==> src/rtl/irq_arbiter.sv <==
module irq_arbiter #(
  parameter int NSRC = 8,
  parameter int AW   = $clog2(NSRC)
) (
  input  logic            clk,
  input  logic            rst_n,
  input  logic [NSRC-1:0] src_req,
  input  logic            nmi_req,
  input  logic            wdt_req,
  input  logic [2:0]      cpu_ipl,
  input  logic            ack,
  input  logic            reg_we,
  input  logic [AW-1:0]   reg_addr,
  input  logic [7:0]      reg_wdata,
  output logic [7:0]      reg_rdata,
  output logic            irq,
  output logic [23:0]     irq_vec,
  output logic            ack_valid,
  output logic [23:0]     ack_vec,
  output logic [2:0]      ack_lvl
);
  localparam logic [23:0] VEC_RST  = 24'h00FFFE;
  localparam logic [23:0] VEC_NMI  = 24'h00FFFA;
  localparam logic [23:0] VEC_WDT  = 24'h00FFF8;
  localparam logic [23:0] VEC_DBG  = 24'h00FFF6;
  localparam logic [23:0] VEC_BRK  = 24'h00FFF4;
  localparam logic [23:0] VEC_BASE = 24'h00FFC0;

  logic [2:0]      lvl [NSRC];
  logic [NSRC-1:0] req;
  logic            rst_pend, nmi_pend, wdt_pend;
  logic            m_hit;
  logic [AW-1:0]   m_idx;
  logic [2:0]      m_lvl;

  always_comb begin
    m_hit = 1'b0;
    m_idx = '0;
    m_lvl = '0;
    for (int i = 0; i < NSRC; i++)
      if (req[i] && lvl[i] > cpu_ipl && (!m_hit || lvl[i] >= m_lvl)) begin
        m_hit = 1'b1;
        m_idx = AW'(i);
        m_lvl = lvl[i];
      end
  end

  always_comb begin
    reg_rdata = '0;
    for (int i = 0; i < NSRC; i++)
      if (reg_addr == AW'(i)) reg_rdata = {4'b0, req[i], lvl[i]};
  end

  wire       fixed   = rst_pend | nmi_pend | wdt_pend;
  wire [2:0] win_lvl = fixed ? 3'd7 : m_lvl;
  wire       take    = ack & irq;
  wire       take_m  = take & ~fixed;

  assign irq     = fixed | m_hit;
  assign irq_vec = rst_pend ? VEC_RST :
                   nmi_pend ? VEC_NMI :
                   wdt_pend ? VEC_WDT :
                   VEC_BASE + 24'({m_idx, 1'b0});

  always_ff @(posedge clk or negedge rst_n) begin
    if (!rst_n) begin
      rst_pend  <= 1'b1;
      nmi_pend  <= 1'b0;
      wdt_pend  <= 1'b0;
      req       <= '0;
      ack_valid <= 1'b0;
      ack_vec   <= '0;
      ack_lvl   <= '0;
      for (int i = 0; i < NSRC; i++) lvl[i] <= '0;
    end else begin
      ack_valid <= take;
      if (take) begin
        ack_vec <= irq_vec;
        ack_lvl <= win_lvl;
      end
      if (take) rst_pend <= 1'b0;
      nmi_pend <= (nmi_pend & ~(take & ~rst_pend)) | nmi_req;
      wdt_pend <= (wdt_pend & ~(take & ~rst_pend & ~nmi_pend)) | wdt_req;
      for (int i = 0; i < NSRC; i++) begin
        if (reg_we && reg_addr == AW'(i)) lvl[i] <= reg_wdata[2:0];
        req[i] <= (((reg_we && reg_addr == AW'(i)) ? reg_wdata[3] : req[i])
                   & ~(take_m && m_idx == AW'(i))) | src_req[i];
      end
    end
  end

  p_ack_capture_r6: assert property (@(posedge clk) disable iff (!rst_n)
    ack && irq |=> ack_valid && ack_vec == $past(irq_vec) && ack_lvl == $past(win_lvl));
  p_ack_clears_r6: assert property (@(posedge clk) disable iff (!rst_n)
    ack && irq && !fixed && !src_req[m_idx] |=> !req[$past(m_idx)]);
  p_idle_ack_r10: assert property (@(posedge clk) disable iff (!rst_n)
    !(ack && irq) |=> !ack_valid);
  p_above_ipl_r4: assert property (@(posedge clk) disable iff (!rst_n)
    irq && !fixed |-> m_lvl > cpu_ipl && req[m_idx]);
  p_fixed_rank_r2: assert property (@(posedge clk) disable iff (!rst_n)
    nmi_pend && !rst_pend |-> irq && irq_vec == VEC_NMI);
  p_no_reserved_r9: assert property (@(posedge clk) disable iff (!rst_n)
    irq |-> irq_vec != VEC_BRK && irq_vec != VEC_DBG);
  p_nmi_hold_r7: assert property (@(posedge clk) disable iff (!rst_n)
    nmi_pend && !ack |=> nmi_pend);
endmodule

==> config.mk <==
export PLATFORM = sky130hd
export DESIGN_NAME = irq_arbiter
export DESIGN_NICKNAME = d
export VERILOG_FILES = /design/src/rtl/irq_arbiter.sv
export SDC_FILE = /design/constraint.sdc
export NUM_CORES = 1
export LEC_CHECK = 0
export ABC_CLOCK_PERIOD_IN_PS = 30400
export CORE_MARGIN = 2
export CORE_UTILIZATION = 35
export CTS_CLUSTER_SIZE = 25
export DETAILED_ROUTE_END_ITERATION = 6
export MAX_ROUTING_LAYER = met4
export SLEW_MARGIN = 20
export SYNTH_ARGS = -nofsm -noshare
export SYNTH_HDL_FRONTEND = slang
export SYNTH_SLANG_ARGS = --single-unit
export TNS_END_PERCENT = 20
==> constraint.sdc <==
create_clock -name clk -period 30.4 [get_ports clk]
set_clock_uncertainty 0.05 [all_clocks]
set_input_delay 6.08 -clock clk [delete_from_list [all_inputs] [get_ports clk]]
set_output_delay 6.08 -clock clk [all_outputs]
set_load 0.03 [all_outputs]
# After elaboration in Yosys (flattened, before gate mapping)
# Index checks and enable logic that the tools add are counted.
# W data, S select, Z words.
[classes]
magnitude_cmp = 15
muxes = 43
addsub = 1
eq_ne = 14
n_reduce_logical = 47
bitwise_logic = 40
[ops]
columns = ["operator", "count"]
rows = [
  ["$mux W8", 7],
  ["$mux W17", 3],
  ["$mux W3", 15],
  ["$logic_and A1 B1 Y1", 31],
  ["$eq A3 B3 Y1 const B", 8],
  ["$gt A3 B3 Y1", 8],
  ["$ge A3 B3 Y1", 7],
  ["$add A16 B4 Y17 const A", 1],
  ["$mux W1", 17],
  ["$and A1 B1 Y1", 14],
  ["$not A1 Y1", 13],
  ["$or A1 B1 Y1", 13],
  ["$eq A3 B2 Y1 const B", 4],
  ["$logic_not A1 Y1", 7],
  ["$logic_or A1 B1 Y1", 7],
  ["$eq A3 B1 Y1 const B", 2],
  ["$logic_not A3 Y1", 2],
  ["$mux W4", 1],
]
[word_totals]
inputBits = 28
register_bits = 63
wordCells = 175
output_inout_bits = 61

# Depth between registers and ports, before layout
# Gate-level depths: netlist (run 1).
[depth]
word_depth = 38
ltp_mapped = 61

# Least setup slack after synthesis (run 1)
# OpenSTA, ideal clock, no wires.
[synth_path]
path_kind = "in2out"
start = "in cpu_ipl[1]"
end = "out irq_vec[2]"
path_slack_ps = 8608
cell_stages = 57
required_ps = 24270
arrival_ps = 15662
cell_sequence = "inv_1 -> ha_1 -> a32oi_1 -> and2_1 -> buf_2 -> nand2_1 -> ha_1 -> o21ai_0 -> a21oi_1 -> o21a_1 -> a22o_1 -> ha_1 -> nand2b_1 -> a21o_1 -> a21oi_1 -> o21a_1 -> nor2_1 -> nor2_1 -> [21 not listed] -> buf_4 -> a311o_1 -> and2_1 -> ha_1 -> a21o_1 -> a21oi_1 -> nor2_1 -> a31oi_4 -> nor2_1 -> a31o_2 -> ha_1 -> a21o_1 -> a21oi_1 -> nor2_1 -> a41oi_2 -> nand2_1 -> nor2b_1 -> o31ai_1"
[synth_via]
elab_chain_len = 35
[synth_lines]
columns = ["element", "line", "source"]
rows = [
  ["start: declaration", "10", "input logic [2:0] cpu_ipl,"],
  ["$gt A3 B3 Y1", "41", "if (req[i] && lvl[i] > cpu_ipl && (!m_hit || lvl[i] >= m_lvl)) begin"],
  ["$logic_and A1 B1 Y1", "41", ""],
  ["$mux W3 or $mux W1 (tied branches)", "41", ""],
  ["$ge A3 B3 Y1 or $logic_not A1 Y1 (tied branches)", "41", ""],
  ["$logic_or A1 B1 Y1", "41", ""],
  ["$logic_and A1 B1 Y1", "41", ""],
  ["$mux W3 or $mux W1 (tied branches)", "41", ""],
  ["$ge A3 B3 Y1 or $logic_not A1 Y1 (tied branches)", "41", ""],
  ["[19 not listed]", "--", ""],
  ["$ge A3 B3 Y1 or $logic_not A1 Y1 (tied branches)", "41", ""],
  ["$logic_or A1 B1 Y1", "41", ""],
  ["$logic_and A1 B1 Y1", "41", ""],
  ["$mux W3 (*)", "41", ""],
  ["$add A16 B4 Y17 (*)", "63", "VEC_BASE + 24'({m_idx, 1'b0});"],
  ["$mux W17 (*)", "62", "wdt_pend ? VEC_WDT :"],
  ["$mux W17 (*)", "61", "nmi_pend ? VEC_NMI :"],
  ["$mux W17 (*)", "60", "assign irq_vec = rst_pend ? VEC_RST :"],
  ["end: declaration", "17", "output logic [23:0] irq_vec,"],
]
# Mark *: on every way between the ends. The rest lies on a longest branch, timed or not.

# Worst setup path after layout (run 1)
[layout_path]
start = "in cpu_ipl[0]"
end = "out irq_vec[3]"
# Same word-level chain as after synthesis.

==> results.toml, run 1 <==
[critical_path]
worstPathArrival_ns = 18.22
required_ns = 24.27
crit_family = "compound AO/OA/AOI/OAI gates"
cp-start-kind = "input pin"
crit_path_max_incr_delay_ns = 0.71
cp_slowest_cell = "clkdlybuf4s50_1"
crit_path_end_kind = "output pin"
worst-path-buf-inv = 2
path_max_fanout = 12
worst-setup-path-type = "in2out"

[logic_synthesis]
synth_common_cells = "45 x ha_1, 44 x buf_4, 43 x dfrtp_1, 36 x nor2_1, 29 x inv_1"
yosys.area_share.simple = 0.143
yosysUniqueCellTypes = 67
synth_enable_flop_cells = 0
synthFlopType = "dfrtp_1"
synthArstFlopShare = 1.00
synth_warnings = 0
muxShareOfSynthArea = 0.108
yosys-top-cells-area = "dfrtp_1 27%, ha_1 14%, buf_4 8.2%, mux2_2 6.1%, nor2_1 3.3%"
yosys.area.top_type = "dfrtp_1"
synthAdderAreaFrac = 0.139
synth_compound_area_frac = 0.219
ys_seq_elements = 44
ys_seq_area_frac = 0.272
postSynthCellCount = 443
synth_xor_xnor_area_share = 0
post-synth-top-count-cell = "ha_1"
synth_top_family_by_area = "compound AO/OA/AOI/OAI gates"
syn-mean-instance-area_um2 = 9.13
synth_top_area_frac = 0.266
syn_area_um2 = 4050

[routing]
viasPerCell = 5.40
routed_wl_um = 10500
vias = 3367
drc_errors = 0
first_pass_iters = 5
ant_nets = 0
avgRoutedWirePerCell_um = 16.8
drt-initial-drc-count = 226

[timing]
relSlewSlack = 0.377
worst_slew_pin_slew_ns = 0.927
setup_violations = 0
rsz0062_at_grt = "no"
setup_ws_ns = 6.05
tns_ns = 0
drv_slew = 0
hold_ws_ns = 0.435
min_period_ns = 24.35
fmax_mhz = 41.1
fin_crit_sh = 0.801
hold_viol = 0

[global_route]
grt_start_max_net_pins = 45
grt_pass1_wl_um = 17200
antenna_found_initial = 0
grt.total_usage = 0.178
grt_pass1_vias = 3205
overflow = 0

[placed_design]
place_ws_ns = 6.13
gp_congestion = 0.928
place_area_um2 = 4490
dp_hpwl_um = 8200
portBuffers = 52

[clock_tree]
ctsResizeCount = 0
tritoncts = "yes"
h-tree-depth = 2
cts_buffers = 5
cts_sinks = 44
post_cts_buffers = 0
clk_pin_slew_worst_paths_ns = 0.06
cts_root_buf = "clkbuf_16"
cts_max_path_buffers = 2
hold_buffers = 0
insertion_delay_ns = 0.29

[layout]
fin_nets = 553
final_area_um2 = 4670
syn_to_final_growth_pct = 15.5
fin_util = 0.411
antenna-diode-count = 0
drive_gt1_frac = 0.112

[job]
maxCapViolations = 0

[floorplanning]
coreArea_um2 = 11400
ioPinCount = 89
die_x_um = 112
rows = 39
start_util = 0.356
die_h_um = 112
fp.dieArea_um2 = 12400

[pwr]
power_density_nw_per_um2 = 75.2
leakage_nw = 2.02
ir_drop_v = 0.0000330

[run_status]
status = "complete, no violations"

[hold_path]
hp-class = "reg2reg"
==> layout by cell type, fill, tap and decap left out, drive strengths merged, types with 3 or more instances in the layout <==
cell type | synthesis | routed
a211oi | 3 | 3
a21o | 15 | 15
a21oi | 17 | 17
a22oi | 4 | 4
a31oi | 5 | 5
and2 | 5 | 5
clkbuf | 4 | 5
clkdlybuf4s50 | 0 | 51
conb | 2 | 32
dfrtp | 43 | 43
ha | 45 | 45
inv | 29 | 30
mux2 | 23 | 23
mux2i | 13 | 13
nand2 | 25 | 25
nand2b | 9 | 9
nand3 | 10 | 10
nand4 | 3 | 3
nor2 | 36 | 36
nor2b | 7 | 7
nor3 | 5 | 5
nor4 | 3 | 3
o2111ai | 5 | 5
o211ai | 3 | 3
o21a | 5 | 5
o21ai | 26 | 26
o21bai | 3 | 3
o221ai | 3 | 3
o22ai | 3 | 3
o31ai | 3 | 3
or2 | 5 | 5
or3 | 4 | 4
==> layout make-up <==
cell class,count,area (um^2)
Sequential cell,44,1100
Tap cell,143,179
Fill cell,1116,6700
Multi-Input combinational cell,348,2590
Inverter,29,109
Clock buffer,5,125
Timing Repair Buffer,52,518
Clock inverter,3,46.3
==> where the power goes <==
part	internal [mW]	switching [mW]
logic	0.0860	0.123
registers	0.0671	0.0126
clock network	0.0391	0.0243
total	0.192	0.159
==> per-stage QoR <==
stage / total power, mW / cells
3_5_place_dp: 0.285 / 616
4_1_cts: 0.350 / 624
2_1_floorplan: 0.237 / 473
6_report: 0.352 / 624
5_1_grt: 0.382 / 624
3_3_place_gp: 0.278 / 616
==> worst register-to-register path, delay by kind of cell (launching register included) <==
family	cells	cell delay [ns]
and+or+nand+nor	17	2.89
adders and majority gates	8	2.20
DFF	1	0.45
AOI/OAI and AO/OA	31	6.07
==> worst paths after layout <==
kind	from	to	slack, ns	cells past startpoint
max	cpu_ipl[0]	irq_vec[3]	6.05	57
min	rst_pend	rst_pend	0.44	2
max reg2reg	lvl[22]	req[0]	18.65	56
min reg2reg	rst_pend	rst_pend	0.44	2
max in group asynchronous	rst_n	lvl[16]	24.18	1
min in group asynchronous	rst_n	ack_vec[3]	5.73	1
==> logic make-up after synthesis <==
kind of cell / after synthesis
buffers and inverters: 81
multiplexers: 38
adder cells (fa/ha/maj): 45
other: 2
AND/OR/NAND/NOR: 115
AO/OA/AOI/OAI: 118
flip-flops: 44
==> flip-flops by register name, indices dropped and copies added, names as in the netlist <==
signal / cells
wdt_pend: 1
lvl: 24
ack_vec: 5
rst_pend: 1
ack_lvl: 3
nmi_pend: 1
ack_valid: 1
req: 8
==> metal layers <==
metal	vias up	part of all wire	GRT usage
met3	17	0.048	0.0234
li1	1626	-	-
met4	0	0.021	0.0444
met1	1600	0.45	0.233
met5	-	0	-
met2	124	0.48	0.292
Note: power is estimated with default switching activity, not from simulation.
==> inputs of run 2 (changes only) <==
--- a/config.mk
+++ b/config.mk
@@ -5,7 +5,7 @@
 export SDC_FILE = /design/constraint.sdc
 export NUM_CORES = 1
 export LEC_CHECK = 0
-export ABC_CLOCK_PERIOD_IN_PS = 30400
+export ABC_CLOCK_PERIOD_IN_PS = 19700
 export CORE_MARGIN = 2
 export CORE_UTILIZATION = 35
 export CTS_CLUSTER_SIZE = 25
==> constraint.sdc (replaced) <==
create_clock -name clk -period 19.7 [get_ports clk]
set_clock_uncertainty 0.05 [all_clocks]
set_input_delay 3.94 -clock clk [delete_from_list [all_inputs] [get_ports clk]]
set_output_delay 3.94 -clock clk [all_outputs]
set_load 0.03 [all_outputs]
==> run 2 against run 1 <==
Worst setup slack got worse by 5.5 ns. Sequential power rose by 54%. Utilization rose by 0.25 points. Register-to-register slack got worse by 10 ns. Sequential cell count did not move. Total power rose by 51%.
==> results.toml, run 2 (synthesis results as in run 1) <==
[clock_tree]
clk_pin_slew_worst_paths_ns = 0.06
insertion_delay_ns = 0.29
cts_buffers = 5
cts_root_buf = "clkbuf_16"
h-tree-depth = 2
cts_max_path_buffers = 2
cts_sinks = 44
hold_buffers = 0
tritoncts = "yes"

[timing]
drv_slew = 0
fmax_mhz = 52.4
rsz0062_at_grt = "yes"
hold_viol = 0
worst_slew_pin_slew_ns = 0.860
setup_ws_ns = 0.601
min_period_ns = 19.10
relSlewSlack = 0.422
fin_crit_sh = 0.969
setup_violations = 0

[job]
maxCapViolations = 0

[routing]
ant_nets = 0
viasPerCell = 5.32
routed_wl_um = 10400
avgRoutedWirePerCell_um = 16.6
first_pass_iters = 5
drt-initial-drc-count = 205
vias = 3349
drc_errors = 0

[pwr]
power_density_nw_per_um2 = 113
leakage_nw = 2.06
ir_drop_v = 0.0000456
power_mw = 0.531

[layout]
drive_gt1_frac = 0.127
fill_cells = 1124
multiInputGateArea_um2 = 2600
regMostFlops = "lvl"
fin_nets = 560
antenna-diode-count = 0
layout.cells.non_filler = 630
largest_reg_flops = 24
final_cell_mix = "49 x clkdlybuf4s50_1, 45 x ha_1, 43 x dfrtp_1, 36 x nor2_1, 32 x conb_1"
regArea_um2 = 1100
fin_util = 0.414
syn_to_final_growth_pct = 16.2
reg_top3 = "lvl: 24 flops, req: 8 flops, ack_vec: 5 flops"
final_area_um2 = 4700
mostFrequentLayoutCell = "clkdlybuf4s50_1"

[floorplanning]
ioPinCount = 89
start_util = 0.356
coreArea_um2 = 11400
rows = 39
die_x_um = 112
fp.dieArea_um2 = 12400
die_h_um = 112

[global_route]
overflow = 0
grt.total_usage = 0.176
grt_pass1_vias = 3176
grt_start_max_net_pins = 45
grt_pass1_wl_um = 17100
antenna_found_initial = 0

[critical_path]
crit_path_end_kind = "output pin"
worst-path-buf-inv = 3
path_max_fanout = 8
cp_slowest_cell = "clkdlybuf4s50_1"
crit_path_max_incr_delay_ns = 0.60
crit_top_cell = "ha_1"
worst-setup-path-type = "in2out"
required_ns = 15.71
crit_family = "compound AO/OA/AOI/OAI gates"
cp-start-kind = "input pin"
worstPathArrival_ns = 15.11

[run_status]
status = "complete, no violations"

[placed_design]
dp_hpwl_um = 8120
place_area_um2 = 4540
portBuffers = 52
gp_congestion = 0.955
place_ws_ns = 0.582
place_inst = 623

[hold_path]
hp-class = "reg2reg"
[run 2: per-stage QoR]
stage / TNS [ns] / hold WS [ns]
2_1_floorplan: 0 / 0.406
3_3_place_gp: 0 / 0.426
3_5_place_dp: 0 / 0.435
4_1_cts: 0 / 0.444
5_1_grt: -0.260 / 0.462
6_report: 0 / 0.444
[run 2: metal layers]
metal / routed length, um / track usage / share of wire / vias to the layer above
li1: - / - / - / 1633
met4: 265 / 0.0576 / 0.025 / 0
met5: 0 / - / 0 / -
met1: 4750 / 0.237 / 0.45 / 1592
met2: 5010 / 0.278 / 0.48 / 108
met3: 410 / 0.0207 / 0.039 / 16
[run 2: final cells by class]
class,count,share of cell area
clock buffers,5,0.0266
repair buffers,59,0.122
flip-flops and latches,44,0.234
well taps,143,0.0381
inverters,29,0.0232
multi-input cells,348,0.553
clock inverters,2,0.00266
[run 2: repair_timing]
| item | in CTS | in global routing |
|---|---|---|
| setup endpoints to repair | 0 | 3 |
| setup buffers | 0 | 0 |
| gates resized for setup | 0 | 4 |
[run 2: worst paths after layout]
check,end,start,slack [ns],cells past startpoint
max in group asynchronous,req[4],rst_n,15.59,1
min in group asynchronous,ack_vec[14],rst_n,3.60,1
setup / recovery,irq_vec[3],cpu_ipl[2],0.60,57
hold reg to reg,rst_pend,rst_pend,0.44,2
hold / removal,rst_pend,rst_pend,0.44,2
setup reg to reg,req[0],lvl[22],8.44,56
[run 2: tightest hold or removal path, stage by stage (launching register included)]
cell and delay [ns]:
dfstp_2 0.38, inv_1 0.07, nor2_1 0.04
[run 2: report_power, final]
| part | switching, mW | internal [mW] |
|---|---|---|
| registers | 0.0190 | 0.104 |
| logic | 0.188 | 0.140 |
| clock network | 0.0348 | 0.0460 |
